==> src/rtl/echo_pkg.sv <==
package echo_pkg;

    typedef enum logic [2:0] {
        ST_IDLE,
        ST_FILL,
        ST_PRIME,
        ST_WAIT,
        ST_READ,
        ST_MIX,
        ST_WRITE
    } echo_state_t;

    function automatic int mid_scale(input int width);
        return 1 << (width - 1);
    endfunction

endpackage

==> src/rtl/echo_stop_sync.sv <==
module echo_stop_sync #(
    parameter int STAGES = 2
) (
    input  logic clk,
    input  logic rst_n,
    input  logic async_i,
    output logic sync_o
);
    logic [STAGES-1:0] sh_d, sh_q;

    always_comb begin
        sh_d = {sh_q[STAGES-2:0], async_i};
    end

    always_ff @(posedge clk) begin
        if (!rst_n) sh_q <= '0;
        else        sh_q <= sh_d;
    end

    assign sync_o = sh_q[STAGES-1];
endmodule

==> src/rtl/echo_offset_gen.sv <==
module echo_offset_gen #(
    parameter int ADDR_W = 10
) (
    input  logic              clk,
    input  logic              rst_n,
    input  logic [ADDR_W-1:0] len_i,
    input  logic              clr_i,
    input  logic              step_i,
    output logic [ADDR_W-1:0] off_o,
    output logic              last_o
);
    logic [ADDR_W-1:0] off_d, off_q;

    assign last_o = (off_q == len_i - 1'b1);

    always_comb begin
        off_d = off_q;
        if (clr_i)       off_d = '0;
        else if (step_i) off_d = last_o ? '0 : off_q + 1'b1;
    end

    always_ff @(posedge clk) begin
        if (!rst_n) off_q <= '0;
        else        off_q <= off_d;
    end

    assign off_o = off_q;

    // a step either advances by one or wraps to zero after the last slot
    assert_step_wrap_R7: assert property (@(posedge clk) disable iff (!rst_n)
        (step_i && !clr_i) |=> (off_o == '0 || off_o == $past(off_o) + 1'b1));
    assert_wrap_at_last_R7: assert property (@(posedge clk) disable iff (!rst_n)
        (step_i && !clr_i && last_o) |=> (off_o == '0));
endmodule

==> src/rtl/echo_mixer.sv <==
module echo_mixer #(
    parameter int DATA_W = 8
) (
    input  logic [DATA_W-1:0] old_i,
    input  logic [DATA_W-1:0] new_i,
    output logic [DATA_W-1:0] sum_o
);
    always_comb begin
        sum_o = (old_i >> 1) + (new_i >> 1);
    end
endmodule

==> src/rtl/echo_loop_top.sv <==
module echo_loop_top
    import echo_pkg::*;
#(
    parameter int ADDR_W = 10,
    parameter int DATA_W = 8
) (
    input  logic              clk,
    input  logic              rst_n,
    input  logic              start_i,
    input  logic              stop_i,
    input  logic [ADDR_W-1:0] base_i,
    input  logic [ADDR_W-1:0] len_i,
    input  logic              adc_busy_i,
    input  logic [DATA_W-1:0] adc_data_i,
    output logic              adc_rd_o,
    output logic [ADDR_W-1:0] mem_addr_o,
    output logic              mem_we_o,
    output logic [DATA_W-1:0] mem_wdata_o,
    output logic              mem_re_o,
    input  logic [DATA_W-1:0] mem_rdata_i,
    output logic [DATA_W-1:0] dac_o,
    output logic              active_o
);
    localparam logic [DATA_W-1:0] MID = DATA_W'(mid_scale(DATA_W));
    localparam logic [DATA_W-1:0] TOP_SUM = {DATA_W{1'b1}} - 1'b1;

    typedef struct packed {
        echo_state_t       st;
        logic [ADDR_W-1:0] base;
        logic [ADDR_W-1:0] len;
        logic              we;
        logic              re;
        logic              rd;
        logic [DATA_W-1:0] wdata;
        logic [DATA_W-1:0] dac;
    } eng_t;

    eng_t              r_d, r_q;
    logic              stop_s;
    logic              clr, step, last;
    logic [ADDR_W-1:0] off;
    logic [DATA_W-1:0] mix;

    echo_stop_sync #(.STAGES(2)) u_sync (
        .clk(clk), .rst_n(rst_n), .async_i(stop_i), .sync_o(stop_s)
    );

    echo_offset_gen #(.ADDR_W(ADDR_W)) u_off (
        .clk(clk), .rst_n(rst_n), .len_i(r_q.len), .clr_i(clr),
        .step_i(step), .off_o(off), .last_o(last)
    );

    echo_mixer #(.DATA_W(DATA_W)) u_mix (
        .old_i(mem_rdata_i), .new_i(adc_data_i), .sum_o(mix)
    );

    always_comb begin
        r_d  = r_q;
        clr  = 1'b0;
        step = 1'b0;
        unique case (r_q.st)
            ST_IDLE: begin
                if (start_i) begin
                    r_d.st    = ST_FILL;
                    r_d.base  = base_i;
                    r_d.len   = len_i;
                    r_d.we    = 1'b1;
                    r_d.wdata = MID;
                    clr       = 1'b1;
                end
            end
            ST_FILL: begin
                if (last) begin
                    r_d.we = 1'b0;
                    r_d.rd = 1'b1;
                    r_d.st = ST_PRIME;
                    clr    = 1'b1;
                end else begin
                    step = 1'b1;
                end
            end
            ST_PRIME: begin
                r_d.rd = 1'b0;
                r_d.st = ST_WAIT;
            end
            ST_WAIT: begin
                if (!adc_busy_i) begin
                    r_d.re = 1'b1;
                    r_d.st = ST_READ;
                end
            end
            ST_READ: begin
                r_d.re = 1'b0;
                r_d.st = ST_MIX;
            end
            ST_MIX: begin
                r_d.dac   = mem_rdata_i;
                r_d.wdata = mix;
                r_d.we    = 1'b1;
                r_d.rd    = 1'b1;
                r_d.st    = ST_WRITE;
            end
            ST_WRITE: begin
                r_d.we = 1'b0;
                r_d.rd = 1'b0;
                if (stop_s) begin
                    r_d.st = ST_IDLE;
                    clr    = 1'b1;
                end else begin
                    step   = 1'b1;
                    r_d.st = ST_WAIT;
                end
            end
            default: r_d.st = ST_IDLE;
        endcase
    end

    always_ff @(posedge clk) begin
        if (!rst_n) begin
            r_q.st    <= ST_IDLE;
            r_q.base  <= '0;
            r_q.len   <= '0;
            r_q.we    <= 1'b0;
            r_q.re    <= 1'b0;
            r_q.rd    <= 1'b0;
            r_q.wdata <= '0;
            r_q.dac   <= MID;
        end else begin
            r_q <= r_d;
        end
    end

    assign mem_addr_o  = r_q.base + off;
    assign mem_we_o    = r_q.we;
    assign mem_re_o    = r_q.re;
    assign mem_wdata_o = r_q.wdata;
    assign adc_rd_o    = r_q.rd;
    assign dac_o       = r_q.dac;
    assign active_o    = (r_q.st != ST_IDLE);

    // a single memory port never carries a read and a write together
    assert_no_clash_R2: assert property (@(posedge clk) disable iff (!rst_n)
        !(mem_we_o && mem_re_o));
    // converter read strobe is a one-cycle pulse
    assert_rd_pulse_R3: assert property (@(posedge clk) disable iff (!rst_n)
        adc_rd_o |=> !adc_rd_o);
    // memory read follows a cycle with the converter idle
    assert_read_after_idle_R4: assert property (@(posedge clk) disable iff (!rst_n)
        mem_re_o |-> !$past(adc_busy_i));
    // playback value moves only on a write-back
    assert_dac_on_write_R5: assert property (@(posedge clk) disable iff (!rst_n)
        !$stable(dac_o) |-> (mem_we_o && adc_rd_o));
    // write-back blends half of old byte with half of converter byte
    assert_blend_R6: assert property (@(posedge clk) disable iff (!rst_n)
        (mem_we_o && adc_rd_o) |->
            (mem_wdata_o == (dac_o >> 1) + ($past(adc_data_i) >> 1)));
    assert_no_overflow_R6: assert property (@(posedge clk) disable iff (!rst_n)
        (mem_we_o && adc_rd_o) |-> (mem_wdata_o <= TOP_SUM));
    // latched window is frozen while running
    assert_window_frozen_R9: assert property (@(posedge clk) disable iff (!rst_n)
        active_o |=> ($stable(r_q.base) && $stable(r_q.len)) || !active_o);
endmodule

==> config.mk <==
export PLATFORM = sky130hd
export DESIGN_NAME = echo_loop_top
export DESIGN_NICKNAME = d
export VERILOG_FILES = /design/src/rtl/echo_pkg.sv /design/src/rtl/echo_stop_sync.sv /design/src/rtl/echo_offset_gen.sv /design/src/rtl/echo_mixer.sv /design/src/rtl/echo_loop_top.sv
export SDC_FILE = /design/constraint.sdc
export NUM_CORES = 1
export LEC_CHECK = 0
export BUFFER_PORTS_ARGS = -buffer_cell sky130_fd_sc_hd__buf_2
export CORE_ASPECT_RATIO = 0.75
export CORE_MARGIN = 4
export CORE_UTILIZATION = 55
export CTS_BUF_LIST = sky130_fd_sc_hd__clkbuf_16
export DETAILED_ROUTE_END_ITERATION = 6
export PLACE_DENSITY = 0.8
export SYNTH_ARGS = -nofsm -noshare
export SYNTH_HDL_FRONTEND = slang
export SYNTH_HIERARCHICAL = 1
export SYNTH_SLANG_ARGS = --single-unit
==> constraint.sdc <==
create_clock -name clk -period 4.45 [get_ports clk]
set_clock_uncertainty 0.05 [all_clocks]
set_input_delay 0.2225 -clock clk [delete_from_list [all_inputs] [get_ports clk]]
set_output_delay 0.2225 -clock clk [all_outputs]
set_load 0.005 [all_outputs]
==> qor.txt <==
=====================================================================================
Total negative slack for setup checks                                            0 ps
Proportion of layout cells with a drive suffix above 1                          21.7%
Multiplexer fraction of the synthesized cell area                              0.589%
Post-Synth Adder-Cell Area                                                      7.81%
Xor-xnor portion of the synthesized cell area                                   7.47%
Number of enable flip-flop cells after synthesis                                    0
Synth Flop Type                                                               dfxtp_1
Max_slew headroom                                                               52.7%
CTS hold repair buffers                                                             0
Total vias in the final route                                                    2895
Area of the mapped netlist                                                   3400 µm²
Number of maximum-capacitance constraint violations                                 0
Cell count after placement                                                        522
Post-route worst setup slack                                                   790 ps
Port buffer count                                                                  69
Global-route wire length before repair                                       12800 µm
Clk slew on worst S/H paths                                                     70 ps
Reg2Reg Setup Slack                                                            790 ps
Depth of the CTS H-tree                                                             2
Clock Path Buffers                                                                  2
CP Data Required Time                                                         4600 ps
Slew Limit Fails                                                                    0
Final min period                                                              3660 ps
Average detailed-routed wire length per instance                              14.5 µm
Simple-gate share of the synthesized area                                       22.2%
Final setup fails                                                                   0
Net count of the mapped netlist                                                   465
Global routing usage summed across all routing layers                           20.4%
Rows                                                                               24
Most frequent standard cell in the layout excluding fill and tap cells        nand2_1
Routed WL                                                                     7710 µm
Average cell area after synthesis                                            8.41 µm²
Hold Path Class                                                          input port to flip-flop
Vertical die dimension                                                        76.1 µm
# diodes                                                                            0
Detailed Place HPWL                                                           5720 µm
Post-route standard cell area excluding fillers                              3810 µm²
Type of element capturing the critical path                                 flip-flop
Switching power share of the total                                              27.2%
Die width                                                                     98.8 µm
Post-synthesis cell type count                                                     64
Initial antenna violation count                                                     0
Sw Pwr                                                                         297 µW
Number of CTS-inserted buffers                                                      5
Upper clock frequency limit                                                 0.273 GHz
Finished Layout Cells                                                             530
Clock Latency Late Sink                                                        290 ps
Total die area                                                               7510 µm²
Number of hold violations in the final report                                       0
Core region area                                                             5920 µm²
Crit path launch type                                                       flip-flop
CTS Root Cell                                                               clkbuf_16
Fraction of power consumed by combinational cells                               17.2%
Final Wtd Congestion                                                            0.867
Fillers                                                                           519
Clock tree from TritonCTS                                                         yes
Worst vdd rail ir drop                                                       0.192 mV
Launch instance of the worst min-delay path                                    stop_i
Setup repair after global routing missed its margin                             false
Status                                                                   finished, final reports clean
Synthesis-to-finish area growth                                                 12.3%
Startpoint-to-endpoint class of the critical path                        flip-flop to flip-flop
Pin count of the biggest net entering global routing                               46
Initial DRT Pass Iterations                                                         4
FFs w/ async S/R, synth                                                            0%
Total congestion overflow                                                           0
Number of ports placed on the die boundary                                         71
Number of sinks handled by clock tree synthesis                                    54
P_leak                                                                     0.00160 µW
Pre-CTS setup slack                                                            862 ps
Portion of the post-synthesis area used by sequential elements                  31.8%
Vias in the first global route                                                   2795
Number of flip-flops and latches in the synthesized netlist                        54
Synth Area in Compound Gates                                                    22.5%
Initial core utilization                                                        57.4%
WP data arrival                                                               3810 ps
Number of vias per cell                                                          5.46
Gate count after technology mapping                                               404
Clk network pwr share                                                           35.6%
Number of gates resized after cts                                                   0
Starting DRT DRC Count                                                            176
Crit Reg-Reg Startpoint                                                  r_q[19]$_SDFFE_PN0P_
Internal power                                                                 794 µW
Commonest cells after routing, fill and taps aside                       nand2_1, buf_2, dfxtp_1, a21boi_0, xnor2_1
Drc violations                                                                      0
Antenna violation net count after detailed routing                                  0
Nets@finish                                                                       512
Slew @ Worst Pin                                                               707 ps
Part of the cycle the worst path needs                                          82.2%
Worst Path Max Fanout                                                              15
Final Core Density                                                              64.5%
Dominant combinational cell family by area after synthesis               compound AO/OA/AOI/OAI gates
Buffers inserted during post-CTS setup optimization                                 0
Critical path launch point                                               r_q[19]$_SDFFE_PN0P_
Yosys warns                                                                         6
Post-placement cell area                                                     3660 µm²
Power density cells                                                        286 nW/µm²
Seq pwr share                                                                   47.2%
=====================================================================================
synthesized netlist by cell type (all sizes together) (2+ instances only):
library cell  instances  area, µm²
a2111oi               2       55.1
a211oi                6       45.0
a21boi               29        218
a21o                  3       23.8
a21oi                16       83.8
a221oi                2       17.5
a22oi                 7       52.6
a311oi                2       23.8
a31oi                 2       12.5
and2                  7       46.3
and3                  4       31.3
buf                  23        156
clkbuf                7       26.3
dfxtp                54       1080
fa                    2       40.0
ha                   18        225
inv                  18       67.6
mux2i                 2       20.0
nand2                70        263
nand2b                6       37.5
nand3                 4       25.0
nand3b                2       15.0
nand4                 5       31.3
nor2                 16       70.1
nor2b                17        106
nor3                  8       40.0
o211ai                3       27.5
o21a                  3       22.5
o21ai                12       60.1
o22ai                 2       12.5
o31ai                 3       22.5
o32ai                 2       25.0
or3                   4       30.0
or4                   3       30.0
xnor2                20        175
xor2                  9       78.8
cell type report:
class	instances	area, µm²	area share, %
Inverter	18	67.6	1.77
Clock inverter	3	26.3	0.689
Timing Repair Buffer	71	360	9.45
Multi-Input combinational cell	301	2060	53.9
Tap cell	78	97.6	2.56
Clock buffer	5	125	3.28
Sequential cell	54	1080	28.3
worst paths after layout:
| check | endpoint | cells after the start |
|---|---|---|
| worst max-delay path | u_off/off_o[9]$_SDFFE_PP0P_ | 14 |
| worst max register to register | u_off/off_o[9]$_SDFFE_PP0P_ | 14 |
| worst min-delay path | u_sync/sh_q[0]$_SDFF_PN0_ | 2 |
| worst min register to register | u_sync/sh_q[1]$_SDFF_PN0_ | 1 |
sequential cells by signal, summed over array words and instances, names as in the netlist:
name	count
mem_re_o	1
mem_we_o	1
adc_rd_o	1
mem_wdata_o	8
dac_o	8
u_off/off_o	10
r_q	23
u_sync/sh_q	2
through the flow:
| step | hold WS [ps] | total power [µW] |
|---|---|---|
| 2_1_floorplan | 294 | 655 |
| 3_3_place_gp | 364 | 704 |
| 3_5_place_dp | 377 | 710 |
| 4_1_cts | 84.8 | 1100 |
| 5_1_grt | 89.1 | 1150 |
| 6_report | 85.7 | 1090 |
power by group through the flow:
stage / Clock [µW] / Sequential, µW / Combinational (µW)
finish: 388 / 515 / 188
CTS: 399 / 514 / 186
global route: 425 / 517 / 208
floorplan: 0 / 520 / 135
detailed placement: 0 / 525 / 184
global placement: 0 / 524 / 180
logic make-up (layout without fill, tap and decap cells):
kind of cell	Yosys count	in the layout
buffers and inverters	49	97
AO/OA/AOI/OAI	100	100
flip-flops	54	54
adder cells (fa/ha/maj)	20	20
AND/OR/NAND/NOR	150	150
XOR/XNOR	29	29
multiplexers	2	2
per-layer routing:
| metal | GRT usage (%) | routed length [µm] |
|---|---|---|
| met3 | 4.30 | 420 |
| met5 | 0 | 0 |
| met2 | 33.8 | 3600 |
| met4 | 4.64 | 74 |
| met1 | 27.1 | 3610 |
worst max-delay path: stages (launching register included):
cell and delay [ps]:
dfxtp_1 370, or4_4 540, or3_4 390, a2111oi_4 430, nand3_2 170, nor2_4 270, nand3b_1 150, o31ai_1 80
buf_4 190, and3_1 180, and3_1 210, nand4_1 160, nor2_1 80, xnor2_1 120, a211oi_1 170
No activity file was read; power rests on OpenSTA's default activity.
